### src/rtl/ctl_pkg.sv
package ctl_pkg;

    localparam int OPC_W    = 4;
    localparam int FN_W     = 3;
    localparam int RA_W     = 5;
    localparam int ALU_OP_W = 4;
    localparam int SIZE_W   = 2;

    localparam logic [OPC_W-1:0] OPC_REG   = OPC_W'(0);
    localparam logic [OPC_W-1:0] OPC_ADDI  = OPC_W'(1);
    localparam logic [OPC_W-1:0] OPC_LOAD  = OPC_W'(2);
    localparam logic [OPC_W-1:0] OPC_STORE = OPC_W'(3);
    localparam logic [OPC_W-1:0] OPC_BEQ   = OPC_W'(4);
    localparam logic [OPC_W-1:0] OPC_LUI   = OPC_W'(5);

    // coarse ALU class chosen in decode; refined in execute
    typedef enum logic [1:0] {
        CLS_ADD   = 2'd0,
        CLS_SUB   = 2'd1,
        CLS_FUNCT = 2'd2,
        CLS_PASSB = 2'd3
    } alu_cls_e;

    typedef enum logic [ALU_OP_W-1:0] {
        AF_ADD   = 4'd0,
        AF_SUB   = 4'd1,
        AF_AND   = 4'd2,
        AF_OR    = 4'd3,
        AF_XOR   = 4'd4,
        AF_SLT   = 4'd5,
        AF_SLL   = 4'd6,
        AF_SRL   = 4'd7,
        AF_PASSB = 4'd8
    } alu_fn_e;

    typedef enum logic [SIZE_W-1:0] {
        SZ_BYTE = 2'd0,
        SZ_HALF = 2'd1,
        SZ_WORD = 2'd2
    } mem_size_e;

    typedef struct packed {
        alu_cls_e          cls;
        logic [FN_W-1:0]   fn;
    } ex_ctl_t;

    typedef struct packed {
        logic      rd;
        logic      wr;
        mem_size_e size;
        logic      uns;
    } mem_ctl_t;

    typedef struct packed {
        logic            we;
        logic [RA_W-1:0] dst;
    } wb_ctl_t;

    typedef struct packed {
        ex_ctl_t  ex;
        mem_ctl_t mem;
        wb_ctl_t  wb;
    } idex_t;

    typedef struct packed {
        mem_ctl_t mem;
        wb_ctl_t  wb;
    } exmem_t;

    typedef wb_ctl_t memwb_t;

    function automatic mem_size_e size_from_bits(input logic [1:0] b);
        case (b)
            2'd0:    return SZ_BYTE;
            2'd1:    return SZ_HALF;
            default: return SZ_WORD;
        endcase
    endfunction

    function automatic alu_fn_e fn_from_funct(input logic [FN_W-1:0] f);
        case (f)
            3'd0:    return AF_ADD;
            3'd1:    return AF_SUB;
            3'd2:    return AF_AND;
            3'd3:    return AF_OR;
            3'd4:    return AF_XOR;
            3'd5:    return AF_SLT;
            3'd6:    return AF_SLL;
            default: return AF_SRL;
        endcase
    endfunction

endpackage

### src/rtl/ctl_decode.sv
module ctl_decode
    import ctl_pkg::*;
(
    input  logic             valid,
    input  logic [OPC_W-1:0] opcode,
    input  logic [FN_W-1:0]  funct,
    input  logic [RA_W-1:0]  rt,
    input  logic [RA_W-1:0]  rd,
    output idex_t            bundle
);

    always_comb begin
        bundle = '0;
        if (valid) begin
            case (opcode)
                OPC_REG: begin
                    bundle.ex.cls = CLS_FUNCT;
                    bundle.ex.fn  = funct;
                    bundle.wb.we  = 1'b1;
                    bundle.wb.dst = rd;
                end
                OPC_ADDI: begin
                    bundle.ex.cls = CLS_ADD;
                    bundle.wb.we  = 1'b1;
                    bundle.wb.dst = rt;
                end
                OPC_LOAD: begin
                    bundle.ex.cls   = CLS_ADD;
                    bundle.mem.rd   = 1'b1;
                    bundle.mem.size = size_from_bits(funct[1:0]);
                    bundle.mem.uns  = funct[2];
                    bundle.wb.we    = 1'b1;
                    bundle.wb.dst   = rt;
                end
                OPC_STORE: begin
                    bundle.ex.cls   = CLS_ADD;
                    bundle.mem.wr   = 1'b1;
                    bundle.mem.size = size_from_bits(funct[1:0]);
                end
                OPC_BEQ: begin
                    bundle.ex.cls = CLS_SUB;
                end
                OPC_LUI: begin
                    bundle.ex.cls = CLS_PASSB;
                    bundle.wb.we  = 1'b1;
                    bundle.wb.dst = rt;
                end
                default: bundle = '0;
            endcase
        end
    end

endmodule

### src/rtl/alu_ctl.sv
module alu_ctl
    import ctl_pkg::*;
(
    input  ex_ctl_t ctl,
    output alu_fn_e op
);

    always_comb begin
        case (ctl.cls)
            CLS_SUB:   op = AF_SUB;
            CLS_FUNCT: op = fn_from_funct(ctl.fn);
            CLS_PASSB: op = AF_PASSB;
            default:   op = AF_ADD;
        endcase
    end

endmodule

### src/rtl/ctl_stage_reg.sv
module ctl_stage_reg #(
    parameter type T = logic
) (
    input  logic clk,
    input  logic rst,
    input  logic hold,
    input  logic bubble,
    input  T     d,
    output T     q
);

    always_ff @(posedge clk) begin
        if (rst)
            q <= '0;
        else if (bubble)
            q <= '0;
        else if (!hold)
            q <= d;
    end

endmodule

### src/rtl/ctl_pipe.sv
module ctl_pipe
    import ctl_pkg::*;
(
    input  logic                clk,
    input  logic                rst,
    input  logic                id_valid,
    input  logic [OPC_W-1:0]    id_opcode,
    input  logic [FN_W-1:0]     id_funct,
    input  logic [RA_W-1:0]     id_rt,
    input  logic [RA_W-1:0]     id_rd,
    input  logic                idex_stall,
    input  logic                idex_flush,
    input  logic                exmem_flush,
    input  logic                memwb_flush,
    output logic [ALU_OP_W-1:0] ex_alu_op,
    output logic                mem_rd,
    output logic                mem_wr,
    output logic [SIZE_W-1:0]   mem_size,
    output logic                mem_unsigned,
    output logic                wb_we,
    output logic [RA_W-1:0]     wb_dst
);

    idex_t   dec_bundle;
    idex_t   idex_q;
    exmem_t  exmem_d;
    exmem_t  exmem_q;
    memwb_t  memwb_q;
    alu_fn_e alu_sel;

    // decode: the only place the opcode is examined
    ctl_decode u_dec (
        .valid  (id_valid),
        .opcode (id_opcode),
        .funct  (id_funct),
        .rt     (id_rt),
        .rd     (id_rd),
        .bundle (dec_bundle)
    );

    ctl_stage_reg #(.T(idex_t)) u_idex (
        .clk    (clk),
        .rst    (rst),
        .hold   (idex_stall),
        .bubble (idex_flush),
        .d      (dec_bundle),
        .q      (idex_q)
    );

    // execute: local expansion of the latched function bits
    alu_ctl u_alu_ctl (
        .ctl (idex_q.ex),
        .op  (alu_sel)
    );

    // execute-side fields are dropped here
    assign exmem_d = '{mem: idex_q.mem, wb: idex_q.wb};

    ctl_stage_reg #(.T(exmem_t)) u_exmem (
        .clk    (clk),
        .rst    (rst),
        .hold   (1'b0),
        .bubble (exmem_flush | idex_stall),
        .d      (exmem_d),
        .q      (exmem_q)
    );

    // memory-side fields are dropped here
    ctl_stage_reg #(.T(memwb_t)) u_memwb (
        .clk    (clk),
        .rst    (rst),
        .hold   (1'b0),
        .bubble (memwb_flush),
        .d      (exmem_q.wb),
        .q      (memwb_q)
    );

    assign ex_alu_op    = alu_sel;
    assign mem_rd       = exmem_q.mem.rd;
    assign mem_wr       = exmem_q.mem.wr;
    assign mem_size     = exmem_q.mem.size;
    assign mem_unsigned = exmem_q.mem.uns;
    assign wb_we        = memwb_q.we;
    assign wb_dst       = memwb_q.dst;

endmodule

### config.mk
export PLATFORM = sky130hd
export DESIGN_NAME = ctl_pipe
export DESIGN_NICKNAME = d
export VERILOG_FILES = /design/src/rtl/ctl_pkg.sv /design/src/rtl/ctl_decode.sv /design/src/rtl/alu_ctl.sv /design/src/rtl/ctl_stage_reg.sv /design/src/rtl/ctl_pipe.sv
export SDC_FILE = /design/constraint.sdc
export NUM_CORES = 1
export LEC_CHECK = 0
export ABC_AREA = 1
export ABC_CLOCK_PERIOD_IN_PS = 900
export BUFFER_PORTS_ARGS = -buffer_cell sky130_fd_sc_hd__buf_2
export CAP_MARGIN = 20
export CORE_ASPECT_RATIO = 1.1
export CORE_MARGIN = 1
export CORE_UTILIZATION = 52
export CTS_BUF_LIST = sky130_fd_sc_hd__clkbuf_4 sky130_fd_sc_hd__clkbuf_8
export CTS_CLUSTER_SIZE = 12
export DETAILED_ROUTE_END_ITERATION = 8
export PLACE_DENSITY = 0.85
export SYNTH_ARGS = -nofsm -noshare
export SYNTH_HDL_FRONTEND = slang
export SYNTH_SLANG_ARGS = --single-unit
### constraint.sdc
create_clock -name clk -period 0.9 [get_ports clk]
set_clock_uncertainty 0.15 [all_clocks]
set_input_delay 0 -clock clk [delete_from_list [all_inputs] [get_ports clk]]
set_output_delay 0 -clock clk [all_outputs]
set_load 0.02 [all_outputs]
# After elaboration in Yosys (flattened, before gate mapping)
# Index checks and enable logic that the tools add are counted.
# word_totals
out_inout_bits,15
ff_bits,33
wordCells,51
inputBits,24
# classes
eq_ne,15
n_reduce_logical,8
bitwise,1
n_mux,11
# ops
operator,count
3-bit one-hot mux with 7 select lines,1
16-bit two-way mux,1
4-bit one-hot mux with 3 select lines,1
6-bit one-hot mux with 2 select lines,1
3-bit equality test (second input constant),3
4-bit by 2-bit equality test with 1-bit output (second input constant),2
4-bit by 3-bit equality test with 1-bit output (second input constant),2
2-bit OR reduction,4
3-bit by 2-bit equality test with 1-bit output (second input constant),2
2-bit one-hot mux with 3 select lines,1
2-bit by 1-bit equality test with 1-bit output (second input constant),2
2-bit equality test (second input constant),2
4-bit by 1-bit equality test with 1-bit output (second input constant),1
4-bit logical NOT,1
2-bit one-hot mux with 2 select lines,1
3-bit by 1-bit equality test with 1-bit output (second input constant),1
3-bit logical NOT,1
1-bit two-way mux,3
3-bit two-way mux,1
3-bit OR reduction,1
2-bit logical NOT,1
2-bit two-way mux,1
1-bit bitwise OR,1

# Longest topological paths before layout
# logic_depth
ltp_word,4
depth_mapped,8
ltp_nobuf,8

# Modules after synthesis
# A second synthesis with hierarchy kept.
# unflattened
hier_cells,281
area_unflattened_um2,1741.7
# modules_own_cells
module,cells_each,n_inst,area_per_inst_um2,seq_area_each_um2
ctl_stage_reg (u_idex),101,1,693.2,320.3
ctl_stage_reg (u_exmem),70,1,476.7,220.2
ctl_decode,56,1,255.2,0.0
ctl_stage_reg (u_memwb),38,1,255.2,120.1
alu_ctl,12,1,46.3,0.0
ctl_pipe,4,1,15.0,0.0

# Least setup slack after synthesis
# No wires, ideal clock.
# synth_timing
path_kind,register to output
from,reg u_idex.q[15] in the netlist's numbering
to,out ex_alu_op[0]
setup_slack_ns,-0.080
path_stages_with_launch,4
n_path_buf,0
arrival_time_ns,0.830
required_ns,0.750
path_cell_list,dfxtp_1 -> nand2_1 -> inv_1 -> a21oi_1
# synth_between
elab_chain_cells,2
elab_cells_between_ends,4
classes_between,3 x eq/ne; 1 x mux
# synth_rtl
item,line,rtl
start: declaration,ctl_stage_reg.sv:9,output T q
start signal: assignment,ctl_stage_reg.sv:14,q <= '0;
start signal: assignment,ctl_stage_reg.sv:16,q <= '0;
start signal: assignment,ctl_stage_reg.sv:18,q <= d;
2-bit equality test or 2-bit by 1-bit equality test with 1-bit output (tied branches),alu_ctl.sv:9,case (ctl.cls)
4-bit one-hot mux with 3 select lines (*),alu_ctl.sv:9,
end: declaration,ctl_pipe.sv:15,"output logic [ALU_OP_W-1:0] ex_alu_op,"
# Every way passes the cells marked *; elsewhere a longest branch is shown, timed or not.

# Worst setup path after layout
# Same ends and word-level chain as after synthesis.

==> flow_summary.toml <==
[routing]
routed_antenna_nets = 0
route.top_layer_used = "met4"
dr_total_vias = 1230
finalWirelength_um = 2849
routed-wl-met2_um = 1524
drt-pass1-iter-count = 5
met3_length_um = 148
drc = 0
viasPerCell = 4.786
wl_met1_um = 1098
wl_per_cell_um = 11.09
detailedRoute.firstIterationViolations = 29

[status]
status = "finished with violations"
violations = "hold timing, setup timing"

[sta]
slew_violations = 0
hold_violations = 31
grt_setup_unrepaired = "true"
worst_slew_pin_slew_ps = 335.1
min_period_over_period = 1.336
finalWorstSetupSlack_ps = -302.7
setup_viol = 15
fin_worst_hold_slack_ps = -184.5
slew_headroom = 0.7761
max_freq_ghz = 0.8314
period_minus_slack_ps = 1203

[final_layout]
highest_count_cells_in_the_layout_ignoring_fill_and_taps = "37 x sky130_fd_sc_hd__nand2_1, 29 x sky130_fd_sc_hd__nor2_1, 25 x sky130_fd_sc_hd__inv_1"
multi_input_logic_area_um2 = 446.7
layout.area.seq_um2 = 676.9
insertedDiodeCount = 0
mostFrequentLayoutCell = "sky130_fd_sc_hd__nand2_1"
filler_cell_count = 162
stdcell_count = 257
synthToLayoutAreaGrowth_pct = 43.09
fin_nets = 250
post_route_cells_drive_above_1_share = 0.3436

[clock_tree]
h-tree-depth = 2
cts_post_setup_buffers_inserted = 0
cts_sinks = 33
cts_inserted_buffers = 5
clock_tree.buffer_depth = 2
clk_root_buffer_cell = "sky130_fd_sc_hd__clkbuf_4"
tritoncts = "built"
worst_skew_pair.late_latency_ps = 330
cts.clk_slew.worst_paths_ps = 100
cts_hold_buffers = 14

[power_and_ir_drop]
vdd.ir_drop.worst_mv = 1.633
power_density_nw_per_um2 = 1664
total_leakage_power_nw = 0.7848
design_power_total_mw = 3.062

[setup_path]
start_kind = "flip-flop"
critPathMaxFanout = 4
critPathArrivalTime_ps = 1050
setup.worst_path.class = "reg2out"
setup.worst_path.end_class = "primary output"
data_required_time_of_the_critical_path_ps = 750

[synthesis]
synth_register_bits = 33
ys.warnings.count = 0
synth-seq-area-share = 0.5136
netlist_instances = 172
synth.distinct_cells = 20
netlist_area_um2 = 1286
avgSynthCellArea_um2 = 7.478
synth.net_count = 196

[die]
ios = 39
die_outline_area_um2 = 2677
placeableCoreArea_um2 = 2297
rows = 18
die_w_um = 49.42
starting_density = 0.5599
die_y_um = 54.16

[grt]
total_routing_usage_gr = 0.2471
number_of_global_route_vias_before_repair = 1193
initial_antenna_violation_count = 0
grt_max_degree = 17
total_grt_overflow = 0
first_pass_grt_wire_length_um = 4836

[place]
gpl.final_weighted_congestion = 0.8122
numPlacedInstances = 238
hpwlAfterDp_um = 1628
io_buffers = 38
pre_cts_ws_ps = -78.58

[job]
drv_cap = 0

[worst_hold_path]
worstHoldPathType = "in2reg"
[critical path: stages, from the launching register on]
cell and delay [ps]:
sky130_fd_sc_hd__dfxtp_2 350, sky130_fd_sc_hd__nand2_1 80, sky130_fd_sc_hd__inv_2 50, sky130_fd_sc_hd__a21oi_2 100, sky130_fd_sc_hd__buf_4 150
[per-stage QoR]
step	TNS, ps	cell area (um^2)	util
after floorplan	0	1290	-
after global placement	-145.5	1509	0.6569
after detailed placement	-329.8	1509	0.6569
after CTS	-1418	1843	0.8023
after global routing	-1768	1841	0.8012
final	-1290	1841	0.8012
[state kept, by name, indices dropped and copies added, names as in the netlist]
register,flops
u_exmem.q,11
u_memwb.q,6
u_idex.q,16
[path summary, 6_finish.rpt]
check | from | end | slack, ps | cells after the start
max | u_idex.q[15] | ex_alu_op[0] | -300 | 4
min | memwb_flush | u_memwb.q[3] | -180 | 3
max reg2reg | u_idex.q[12] | u_idex.q[12] | 30 | 2
min reg2reg | u_exmem.q[5] | u_memwb.q[5] | 260 | 2
[synth_stat cells]
cell / n / area (um^2)
sky130_fd_sc_hd__nor2_4: 1 / 11.26
sky130_fd_sc_hd__dfxtp_1: 33 / 660.6
sky130_fd_sc_hd__a21oi_1: 14 / 70.07
sky130_fd_sc_hd__buf_2: 2 / 10.01
sky130_fd_sc_hd__nand3_1: 5 / 25.02
sky130_fd_sc_hd__inv_2: 3 / 11.26
sky130_fd_sc_hd__or2_2: 1 / 6.260
sky130_fd_sc_hd__inv_1: 28 / 105.1
sky130_fd_sc_hd__buf_6: 4 / 45.04
sky130_fd_sc_hd__nor3_1: 1 / 5.000
sky130_fd_sc_hd__clkbuf_1: 1 / 3.750
sky130_fd_sc_hd__nor2_1: 29 / 108.9
sky130_fd_sc_hd__nand4_1: 1 / 6.260
sky130_fd_sc_hd__a22oi_1: 4 / 30.03
sky130_fd_sc_hd__o21ai_1: 1 / 5.000
sky130_fd_sc_hd__or2_1: 1 / 6.260
sky130_fd_sc_hd__buf_4: 2 / 15.01
sky130_fd_sc_hd__nor2_2: 2 / 12.51
sky130_fd_sc_hd__nand2_2: 1 / 6.260
sky130_fd_sc_hd__nand2_1: 38 / 142.6
[what timing repair did]
item,4_1_cts,5_1_grt
hold endpoints to repair,31,22
pin swaps,0,8
cloned,0,0
setup endpoints to repair,15,21
gates resized for setup,39,7
[layer usage]
| metal | vias to the layer above | GRT usage |
|---|---|---|
| met5 | - | 0 |
| met4 | 0 | 0.1286 |
| met3 | 7 | 0.05650 |
| met2 | 52 | 0.4726 |
| met1 | 549 | 0.2565 |
| li1 | 622 | - |
[logic make-up (layout without fill, tap and decap cells)]
family                 after synthesis  in the layout  synth area share
flip-flops                          33             33            0.5136
buffers and inverters               40             95            0.1479
AO/OA/AOI/OAI                       19             19           0.08171
AND/OR/NAND/NOR                     80             80            0.2568
[area by class of cell]
type                            count  share of cell area
Clock buffer                        5             0.02039
Inverter                           31             0.06322
Sequential cell                    33              0.3678
Clock inverter                      3             0.03535
Tap cell                           30             0.02039
Multi-Input combinational cell     99              0.2427
Timing Repair Buffer               56              0.2502
[report_power, final]
| part | switching, mW | total (mW) | internal [mW] |
|---|---|---|---|
| Clock | 0.491 | 1.35 | 0.860 |
| Combinational | 0.123 | 0.246 | 0.122 |
| Sequential | 0.00265 | 1.47 | 1.46 |
Note: power is estimated with default switching activity, not from simulation.
